==> config.mk <==
export PLATFORM = sky130hd
export DESIGN_NAME = nv_pwr_sequencer
export DESIGN_NICKNAME = d
export VERILOG_FILES = /design/src/rtl/nv_pwr_pkg.sv /design/src/rtl/nv_pwr_edge.sv /design/src/rtl/nv_pwr_timer.sv /design/src/rtl/nv_pwr_flags.sv /design/src/rtl/nv_pwr_sequencer.sv
export SDC_FILE = /design/constraint.sdc
export NUM_CORES = 1
export LEC_CHECK = 0
export BUFFER_PORTS_ARGS = -buffer_cell sky130_fd_sc_hd__buf_2
export CAP_MARGIN = 20
export CORE_AREA = 4 4 48 50
export DETAILED_ROUTE_END_ITERATION = 7
export DIE_AREA = 0 0 52 54
export PLACE_DENSITY = 0.83
export RECOVER_POWER = 50
export SLEW_MARGIN = 20
export SYNTH_ARGS = -nofsm -noshare
export SYNTH_HDL_FRONTEND = slang
export SYNTH_SLANG_ARGS = --single-unit
==> constraint.sdc <==
create_clock -name clk -period 4.9 [get_ports clk]
set_input_delay 0.98 -clock clk [delete_from_list [all_inputs] [get_ports clk]]
set_output_delay 0.98 -clock clk [all_outputs]
set_load 0.01 [all_outputs]
==> src/rtl/nv_pwr_pkg.sv <==
package nv_pwr_pkg;
  typedef enum logic [1:0] {
    SEQ_IDLE   = 2'd0,
    SEQ_RECALL = 2'd1,
    SEQ_PULL   = 2'd2
  } seq_state_e;
endpackage

==> src/rtl/nv_pwr_edge.sv <==
module nv_pwr_edge (
  input  logic clk,
  input  logic rst_n,
  input  logic lvl_i,
  output logic prev_o,
  output logic fall_o
);
  logic prev_q;

  always_ff @(posedge clk or negedge rst_n) begin
    if (!rst_n) prev_q <= 1'b0;
    else        prev_q <= lvl_i;
  end

  assign prev_o = prev_q;
  assign fall_o = prev_q & ~lvl_i;
endmodule

==> src/rtl/nv_pwr_timer.sv <==
module nv_pwr_timer #(
  parameter int W = 8
) (
  input  logic         clk,
  input  logic         rst_n,
  input  logic         load_i,
  input  logic [W-1:0] load_val_i,
  input  logic         dec_i,
  output logic         zero_o
);
  logic [W-1:0] cnt_q, cnt_d;
  logic         cnt_en;

  always_comb begin
    cnt_en = load_i | (dec_i & (cnt_q != '0));
    cnt_d  = load_i ? load_val_i : (cnt_q - 1'b1);
  end

  always_ff @(posedge clk or negedge rst_n) begin
    if (!rst_n)      cnt_q <= '0;
    else if (cnt_en) cnt_q <= cnt_d;
  end

  assign zero_o = (cnt_q == '0);

  AST_TIMER_HOLD_ZERO: assert property (@(posedge clk) disable iff (!rst_n)
    (zero_o && !load_i) |=> zero_o);
endmodule

==> src/rtl/nv_pwr_flags.sv <==
module nv_pwr_flags (
  input  logic clk,
  input  logic rst_n,
  input  logic set_pend_i,
  input  logic clr_pend_i,
  input  logic set_dirty_i,
  input  logic clr_dirty_i,
  output logic pend_o,
  output logic dirty_o
);
  logic pend_q, pend_d, pend_en;
  logic dirty_q, dirty_d, dirty_en;

  always_comb begin
    pend_en  = set_pend_i | clr_pend_i;
    pend_d   = set_pend_i;
    dirty_en = set_dirty_i | clr_dirty_i;
    dirty_d  = set_dirty_i;
  end

  always_ff @(posedge clk or negedge rst_n) begin
    if (!rst_n) begin
      pend_q  <= 1'b1;
      dirty_q <= 1'b0;
    end else begin
      if (pend_en)  pend_q  <= pend_d;
      if (dirty_en) dirty_q <= dirty_d;
    end
  end

  assign pend_o  = pend_q;
  assign dirty_o = dirty_q;

  AST_PEND_LATCH: assert property (@(posedge clk) disable iff (!rst_n)
    set_pend_i |=> pend_o);
  AST_DIRTY_SET: assert property (@(posedge clk) disable iff (!rst_n)
    set_dirty_i |=> dirty_o);
endmodule

==> src/rtl/nv_pwr_sequencer.sv <==
module nv_pwr_sequencer
  import nv_pwr_pkg::*;
#(
  parameter int RECALL_CYC = 2000,
  parameter int PULSE_CYC  = 100
) (
  input  logic clk,
  input  logic rst_n,
  input  logic below_reset_i,
  input  logic above_switch_i,
  input  logic busy_line_i,
  input  logic rd_req_i,
  input  logic wr_req_i,
  input  logic ext_store_req_i,
  output logic busy_pull_o,
  output logic recall_active_o,
  output logic rd_grant_o,
  output logic wr_grant_o,
  output logic ext_store_grant_o,
  output logic store_go_o,
  output logic store_abort_o
);
  localparam int MAXC  = (RECALL_CYC > PULSE_CYC) ? RECALL_CYC : PULSE_CYC;
  localparam int CNT_W = $clog2(MAXC + 1);
  localparam logic [CNT_W-1:0] RECALL_LAST = CNT_W'(RECALL_CYC - 1);
  localparam logic [CNT_W-1:0] PULSE_LAST  = CNT_W'(PULSE_CYC - 1);

  seq_state_e       state_q, state_d;
  logic             seen_q, seen_d, seen_en;
  logic             prev_w, fall_w;
  logic             pend_w, dirty_w;
  logic             tmr_load, tmr_dec, tmr_zero;
  logic [CNT_W-1:0] tmr_val;
  logic             recall_done;
  logic             idle_open;
  logic             line_low_any;

  nv_pwr_edge u_edge (
    .clk    (clk),
    .rst_n  (rst_n),
    .lvl_i  (above_switch_i),
    .prev_o (prev_w),
    .fall_o (fall_w)
  );

  nv_pwr_timer #(.W(CNT_W)) u_timer (
    .clk        (clk),
    .rst_n      (rst_n),
    .load_i     (tmr_load),
    .load_val_i (tmr_val),
    .dec_i      (tmr_dec),
    .zero_o     (tmr_zero)
  );

  nv_pwr_flags u_flags (
    .clk         (clk),
    .rst_n       (rst_n),
    .set_pend_i  (below_reset_i),
    .clr_pend_i  (recall_done),
    .set_dirty_i (wr_grant_o),
    .clr_dirty_i (recall_done | store_go_o | ext_store_grant_o),
    .pend_o      (pend_w),
    .dirty_o     (dirty_w)
  );

  // next state
  always_comb begin
    state_d     = state_q;
    tmr_load    = 1'b0;
    tmr_val     = '0;
    tmr_dec     = 1'b0;
    recall_done = 1'b0;
    unique case (state_q)
      SEQ_IDLE: begin
        if (fall_w && dirty_w) begin
          state_d  = SEQ_PULL;
          tmr_load = 1'b1;
          tmr_val  = PULSE_LAST;
        end else if (pend_w && above_switch_i) begin
          state_d  = SEQ_RECALL;
          tmr_load = 1'b1;
          tmr_val  = RECALL_LAST;
        end
      end
      SEQ_RECALL: begin
        if (!above_switch_i) begin
          state_d = SEQ_IDLE;
        end else if (tmr_zero) begin
          state_d     = SEQ_IDLE;
          recall_done = 1'b1;
        end else begin
          tmr_dec = 1'b1;
        end
      end
      SEQ_PULL: begin
        if (tmr_zero) state_d = SEQ_IDLE;
        else          tmr_dec = 1'b1;
      end
      default: state_d = SEQ_IDLE;
    endcase
  end

  // busy-line observation during the pull pulse
  always_comb begin
    seen_en = (state_q == SEQ_PULL) | seen_q;
    seen_d  = (state_q == SEQ_PULL) & (seen_q | ~busy_line_i);
  end

  always_ff @(posedge clk or negedge rst_n) begin
    if (!rst_n) begin
      state_q <= SEQ_IDLE;
      seen_q  <= 1'b0;
    end else begin
      state_q <= state_d;
      if (seen_en) seen_q <= seen_d;
    end
  end

  always_comb begin
    idle_open         = (state_q == SEQ_IDLE) & ~pend_w;
    line_low_any      = seen_q | ~busy_line_i;
    busy_pull_o       = (state_q == SEQ_PULL);
    recall_active_o   = (state_q == SEQ_RECALL);
    rd_grant_o        = rd_req_i & idle_open;
    wr_grant_o        = wr_req_i & idle_open & above_switch_i;
    ext_store_grant_o = ext_store_req_i & idle_open & above_switch_i;
    store_go_o        = busy_pull_o & tmr_zero & line_low_any;
    store_abort_o     = busy_pull_o & tmr_zero & ~line_low_any;
  end

  AST_RECALL_NEEDS_PEND: assert property (@(posedge clk) disable iff (!rst_n)
    $rose(recall_active_o) |-> $past(pend_w));
  AST_RECALL_CLEARS: assert property (@(posedge clk) disable iff (!rst_n)
    recall_done |=> (!dirty_w && (!pend_w || $past(below_reset_i))));
  AST_PULL_AFTER_FALL: assert property (@(posedge clk) disable iff (!rst_n)
    $rose(busy_pull_o) |-> $past(prev_w && !above_switch_i));
  AST_GO_ABORT_EXCL: assert property (@(posedge clk) disable iff (!rst_n)
    !(store_go_o && store_abort_o));
  AST_GO_CLEARS_DIRTY: assert property (@(posedge clk) disable iff (!rst_n)
    store_go_o |=> !dirty_w);
  AST_PULL_NEEDS_DIRTY: assert property (@(posedge clk) disable iff (!rst_n)
    $rose(busy_pull_o) |-> $past(dirty_w));
  AST_NO_ACCESS_RECALL: assert property (@(posedge clk) disable iff (!rst_n)
    recall_active_o |-> (!rd_grant_o && !wr_grant_o));
endmodule

### After elaboration in Yosys (flattened, before gate mapping)

Cells that the tools add are included.

| cells by class | value |
|---|---|
| $add $sub $neg | 1 |
| bitwise operators | 23 |
| multiplexer cells | 18 |
| equal/unequal tests | 3 |
| reduce and logical (&&, ||, !) cells | 5 |

Operators by type and width:

| operator | number |
|---|---|
| $mux W11 | 4 |
| $and A1 B1 Y1 | 12 |
| $logic_not A11 Y1 | 1 |
| $reduce_bool A11 Y1 | 1 |
| $sub A11 B1 Y11 const B | 1 |
| $mux W1 | 8 |
| $mux W2 | 4 |
| $or A1 B1 Y1 | 7 |
| $pmux W2 S3 | 1 |
| $not A1 Y1 | 4 |
| $ne A3 B3 Y1 const B | 1 |
| $eq A2 B1 Y1 const B | 1 |
| $eq A2 B2 Y1 const B | 1 |
| $logic_and A1 B1 Y1 | 2 |
| $logic_not A2 Y1 | 1 |
| $pmux W1 S2 | 1 |

| storage, ports and cells | value |
|---|---|
| flip-flop bits (word level) | 17 |
| input bits | 8 |

### Longest topological paths before layout

| depth | value |
|---|---|
| depth in word-level cells | 7 |
| gate-level depth with buffers | 8 |
| gate-level depth less buffers | 6 |

### By module

Synthesis repeated with hierarchy kept, for this count alone.

| second synthesis, totals | value |
|---|---|
| cell total of the unflattened synthesis | 122 |
| area total of the unflattened synthesis | 1152.4 um^2 |

Modules (own cells, without submodules):

| module | cells each | sequential area each (um^2) | area an instance (um^2) | instances |
|---|---|---|---|---|
| nv_pwr_timer | 75 | 275.3 | 718.2 | 1 |
| nv_pwr_sequencer | 39 | 75.1 | 321.6 | 1 |
| nv_pwr_flags | 6 | 51.3 | 73.8 | 1 |
| nv_pwr_edge | 2 | 25.0 | 38.8 | 1 |

### Least setup slack after synthesis

Ideal clock, no wire load.

| timing | value |
|---|---|
| kind | register to output |
| from | register u_timer.cnt_q[0] |
| to | output port store_abort_o |
| slack | 2.314 ns |
| buffers on the path | 0 |
| stages on the path, launching flop included | 5 |
| data arrival time | 1.606 ns |
| cells stage by stage | dfrtp_1 -> inv_1 -> ha_1 -> or3b_2 -> nor4_1 |

| on the way | value |
|---|---|
| cells in the longest elaborated chain, start to end | 3 |

Ends and longest elaborated chain:

| element | RTL line | text |
|---|---|---|
| start, declared | nv_pwr_timer.sv:11 | `logic [W-1:0] cnt_q, cnt_d;` |
| start signal, assigned | nv_pwr_timer.sv:21 | `else if (cnt_en) cnt_q <= cnt_d;` |
| $logic_not A11 Y1 | nv_pwr_timer.sv:24 | `assign zero_o = (cnt_q == '0);` |
| $and A1 B1 Y1 (2 in a row) | nv_pwr_sequencer.sv:128 | `store_abort_o = busy_pull_o & tmr_zero & ~line_low_any;` |
| end, declared | nv_pwr_sequencer.sv:21 | `output logic store_abort_o` |

No other way between the ends.

### Worst setup path after layout

| timing | value |
|---|---|
| from | register u_timer.cnt_q[0] |
| to | output port store_go_o |

| on the way | value |
|---|---|
| cells in the longest elaborated chain, start to end | 3 |

Ends and longest elaborated chain:

| element | RTL line | text |
|---|---|---|
| $logic_not A11 Y1 | nv_pwr_timer.sv:24 |  |
| $and A1 B1 Y1 (2 in a row) | nv_pwr_sequencer.sv:127 | `store_go_o = busy_pull_o & tmr_zero & line_low_any;` |
| end, declared | nv_pwr_sequencer.sv:20 | `output logic store_go_o,` |

No other way between the ends.

==> results.txt <==
The run gives 0.618 as the final cell utilization of the core. The average via count per standard cell works out to 6.39. TritonCTS built the clock tree. The tools report the kind of start point of the critical path as a flip-flop. The final layout contains routed wiring with a total length of 2490 um. For the post-CTS repair timing setup buffer count, the log shows 0. The final routed wire length divided by cell count is 15.9 um, and the count of mapped cells out of synthesis is 117. The average instance in the mapped netlist occupies 9.28 um2.

Fraction of final layout cells sized beyond drive strength 1: 0.146. For the worst path required time, the log shows 3.92 ns. The critical path goes through inv_1, ha_1, or3b_2, nor4_1, buf_2. Across the VDD grid, the largest voltage drop is 0.241 mV. Portion of total power attributed to sequential cells: 0.478. Clock-pin slew was measured on the worst setup and hold paths at 0.11 ns.

The number of standard-cell rows in the floorplan came out at 16. Achievable frequency: 333 MHz. The I/O pin count was 15; the number of hold violations in the final report was 0. The largest delay contributor family on the critical path was simple AND/OR/NAND/NOR gates.

The async set or reset register ratio after synthesis was 1.00. The cell area that synthesis handed to floorplanning was 1090 um2. For the number of global-route vias before repair, the log shows 945.

The logs give 0.393 for the sequential fraction of the synthesis area and 1170 um2 for the total non-filler cell area in the finished layout. Detailed placement ended at an HPWL of 1800 um. The tightest min-delay check is of the flip-flop to flip-flop type. The library cell used most frequently in the layout, excluding fill and tap cells, is sky130_fd_sc_hd__dfrtp_1.

The starting density of the core was 0.571; the antenna diode count was 0. The maximum number of buffers from clock root to sink was 2. The worst endpoint data arrival time is 2.03 ns, and the filler cell count is 168.

The total of hold buffers inserted after clock tree synthesis came out at 0. The clock root buffer is sky130_fd_sc_hd__clkbuf_4. The region available for standard cell placement spans 1900 um2. For this design the total switching power over the nets is 0.158 mW. The worst relative slew slack was 0.379.

Setup repair after global routing left no endpoint under its margin. The run gives 0 as the global-route congestion overflow total. In this design, the stage delay of the slowest critical-path cell is 0.51 ns.

For the iteration-0 DRC count of the detailed router, the log shows 19. In the final timing run, aggregate negative setup slack is 0 ns. The number of synthesized flops with an enable pin is 0. The weighted congestion at the end of routability-driven global placement came out at 0.875. From bottom edge to top edge, the die measures 54 um. The top cell types in the final layout, fill and taps aside, are 16 x sky130_fd_sc_hd__dfrtp_1, 12 x sky130_fd_sc_hd__buf_2, 10 x sky130_fd_sc_hd__nand2_1. For the pin with the worst max-slew slack, the measured transition is 0.932 ns. The critical path capture point type was an output pin.

The clock power share is 0.196. The first global-routing pass estimated 4130 um of wire. In this run, placement finished with an instance count of 153. For this run, the leading register cell type out of synthesis is sky130_fd_sc_hd__dfrtp_1. The total of cells resized after clock tree synthesis came out at 0. In this run, CTS created clock tree buffers numbering 3.

The fraction of power spent switching nets was 0.396. After detailed routing, the number of remaining DRC violations is 0. The synthesized design contains 17 register bits.

The logs give 0 for the max-slew violation count and 0.487 nW for the standby leakage power. The count of unique library cells instantiated by Yosys is 41, and the synthesis warning total is 0. In this run the power density over the cells is 340 nW/um2. The number of detailed-route iterations in the first pass came out at 4. Setup violations remaining at the end of the flow were counted as 0. Part of the cycle the worst path needs: 0.613.

At the later pin of the worst-skew pair, clock insertion delay measures 0.29 ns. The net count of the finished layout is 144. In this run the horizontal extent of the chip is 52 um. On the final layout, the worst hold slack is 0.542 ns.

The critical path buffer and inverter count works out to 2. In this run the worst path has a maximum fanout of 8. The remaining antenna violation count was 0.

The run gives 130 as the total nets after synthesis. The setup skew after layout was 0.00152 ns; the area of placed instances was 1150 um2. Across the run, the number of max-cap violations was 0. The count of cells in the finished layout, fillers not included, comes to 157.

The total global routing track utilization is 0.201, and the number of antenna violations at the first check in global routing is 0. The number of levels the H-tree was split into is 1. The floorplan step defined a die boundary enclosing 2810 um2.

After layout, the minimum clock period comes to 3.01 ns. The clock drives 17 sinks. For this design, the slowest cell found on the critical path is sky130_fd_sc_hd__or3b_2. The setup path with the least slack is of type flip-flop to output pin. In this run the tool buffered the top-level ports with 14 buffer cells. The area growth from synthesis to layout is 8.18%, and the share of total power in combinational logic is 0.326. The cell-internal power is 0.241 mW.

The detailed-route via count came out at 1004. The run finished with clean final reports. Entering global routing, the biggest net connects 18 pins.
through the flow:
| stage | total power, mW | setup slack, ns |
|---|---|---|
| after floorplan | 0.283 | 2.31 |
| after global placement | 0.314 | 2.28 |
| after detailed placement | 0.321 | 2.23 |
| after CTS | 0.399 | 1.90 |
| after global routing | 0.422 | 1.75 |
| final | 0.399 | 1.89 |
power groups by stage:
| stage | Combinational (mW) | Sequential (mW) | Clock, mW |
|---|---|---|---|
| after global routing | 0.144 | 0.193 | 0.0844 |
| after CTS | 0.130 | 0.190 | 0.0791 |
| final | 0.130 | 0.191 | 0.0782 |
| after floorplan | 0.0975 | 0.186 | 0 |
| after global placement | 0.125 | 0.190 | 0 |
| after detailed placement | 0.128 | 0.192 | 0 |
flip-flops by register name, indices dropped and copies added, names as in the netlist:
| signal | flops |
|---|---|
| state_q | 2 |
| u_flags.pend_o | 1 |
| u_timer.cnt_q | 11 |
| u_edge.prev_o | 1 |
| u_flags.dirty_o | 1 |
| seen_q | 1 |
layout make-up:
type,instances,area (um2),area share
Multi-Input combinational cell,88,593,0.505
Sequential cell,17,427,0.363
Timing Repair Buffer,14,67.6,0.0575
Tap cell,27,33.8,0.0288
Inverter,7,26.3,0.0224
Clock buffer,3,22.5,0.0192
Clock inverter,1,5.00,0.00426
cells by family (layout without fill, tap and decap cells):
group	after synthesis	in the layout	share of synthesized area
adders and majority gates	5	5	0.0576
AOI/OAI and AO/OA	25	25	0.158
muxes	1	1	0.00922
DFF	17	17	0.393
and+or+nand+nor	57	57	0.321
buffers and inverters	12	25	0.0611
worst min-delay path, cell delays in order, from the launching register on:
cell	delay (ns)
sky130_fd_sc_hd__dfstp_2	0.41
sky130_fd_sc_hd__o21ai_0	0.08
sky130_fd_sc_hd__nand2b_1	0.06
routing by layer:
metal	up-vias	track usage	share of wire
met2	47	0.335	0.49
met4	0	0.118	0.035
met5	-	0	0
met1	478	0.244	0.40
met3	10	0.0332	0.075
li1	469	-	-
path summary, 6_finish.rpt:
check                                             start                      endpoint  slack, ns  cells after the start
max reg2reg                u_timer.cnt_q[0]$_DFFE_PN0P_  u_timer.cnt_q[5]$_DFFE_PN0P_       2.66                      6
min reg2reg                  u_flags.pend_o$_DFFE_PN1P_    u_flags.pend_o$_DFFE_PN1P_       0.54                      2
max                        u_timer.cnt_q[0]$_DFFE_PN0P_                    store_go_o       1.89                      5
min in group asynchronous                         rst_n  u_timer.cnt_q[8]$_DFFE_PN0P_       0.79                      1
max in group asynchronous                         rst_n  u_timer.cnt_q[4]$_DFFE_PN0P_       3.55                      1
min                          u_flags.pend_o$_DFFE_PN1P_    u_flags.pend_o$_DFFE_PN1P_       0.54                      2
Yosys cell counts, types with 2 or more instances:
cell type | number | share of area
sky130_fd_sc_hd__buf_2 | 2 | 0.0092
sky130_fd_sc_hd__or4_1 | 4 | 0.028
sky130_fd_sc_hd__inv_1 | 7 | 0.024
sky130_fd_sc_hd__o21ai_0 | 7 | 0.032
sky130_fd_sc_hd__nand4_1 | 2 | 0.012
sky130_fd_sc_hd__ha_1 | 5 | 0.058
sky130_fd_sc_hd__nor3b_1 | 5 | 0.035
sky130_fd_sc_hd__and3_1 | 2 | 0.012
sky130_fd_sc_hd__nand2_1 | 10 | 0.035
sky130_fd_sc_hd__a31oi_1 | 2 | 0.012
sky130_fd_sc_hd__nor2_1 | 5 | 0.017
sky130_fd_sc_hd__nand4b_1 | 2 | 0.016
sky130_fd_sc_hd__o22ai_1 | 2 | 0.012
sky130_fd_sc_hd__nand2b_1 | 2 | 0.012
sky130_fd_sc_hd__o211ai_1 | 3 | 0.021
sky130_fd_sc_hd__nor4_1 | 5 | 0.029
sky130_fd_sc_hd__nor3_1 | 4 | 0.018
sky130_fd_sc_hd__o31ai_1 | 2 | 0.014
sky130_fd_sc_hd__nand3_1 | 8 | 0.037
sky130_fd_sc_hd__dfrtp_1 | 16 | 0.37
sky130_fd_sc_hd__or3_1 | 2 | 0.012
No activity file was read; power rests on OpenSTA's default activity.
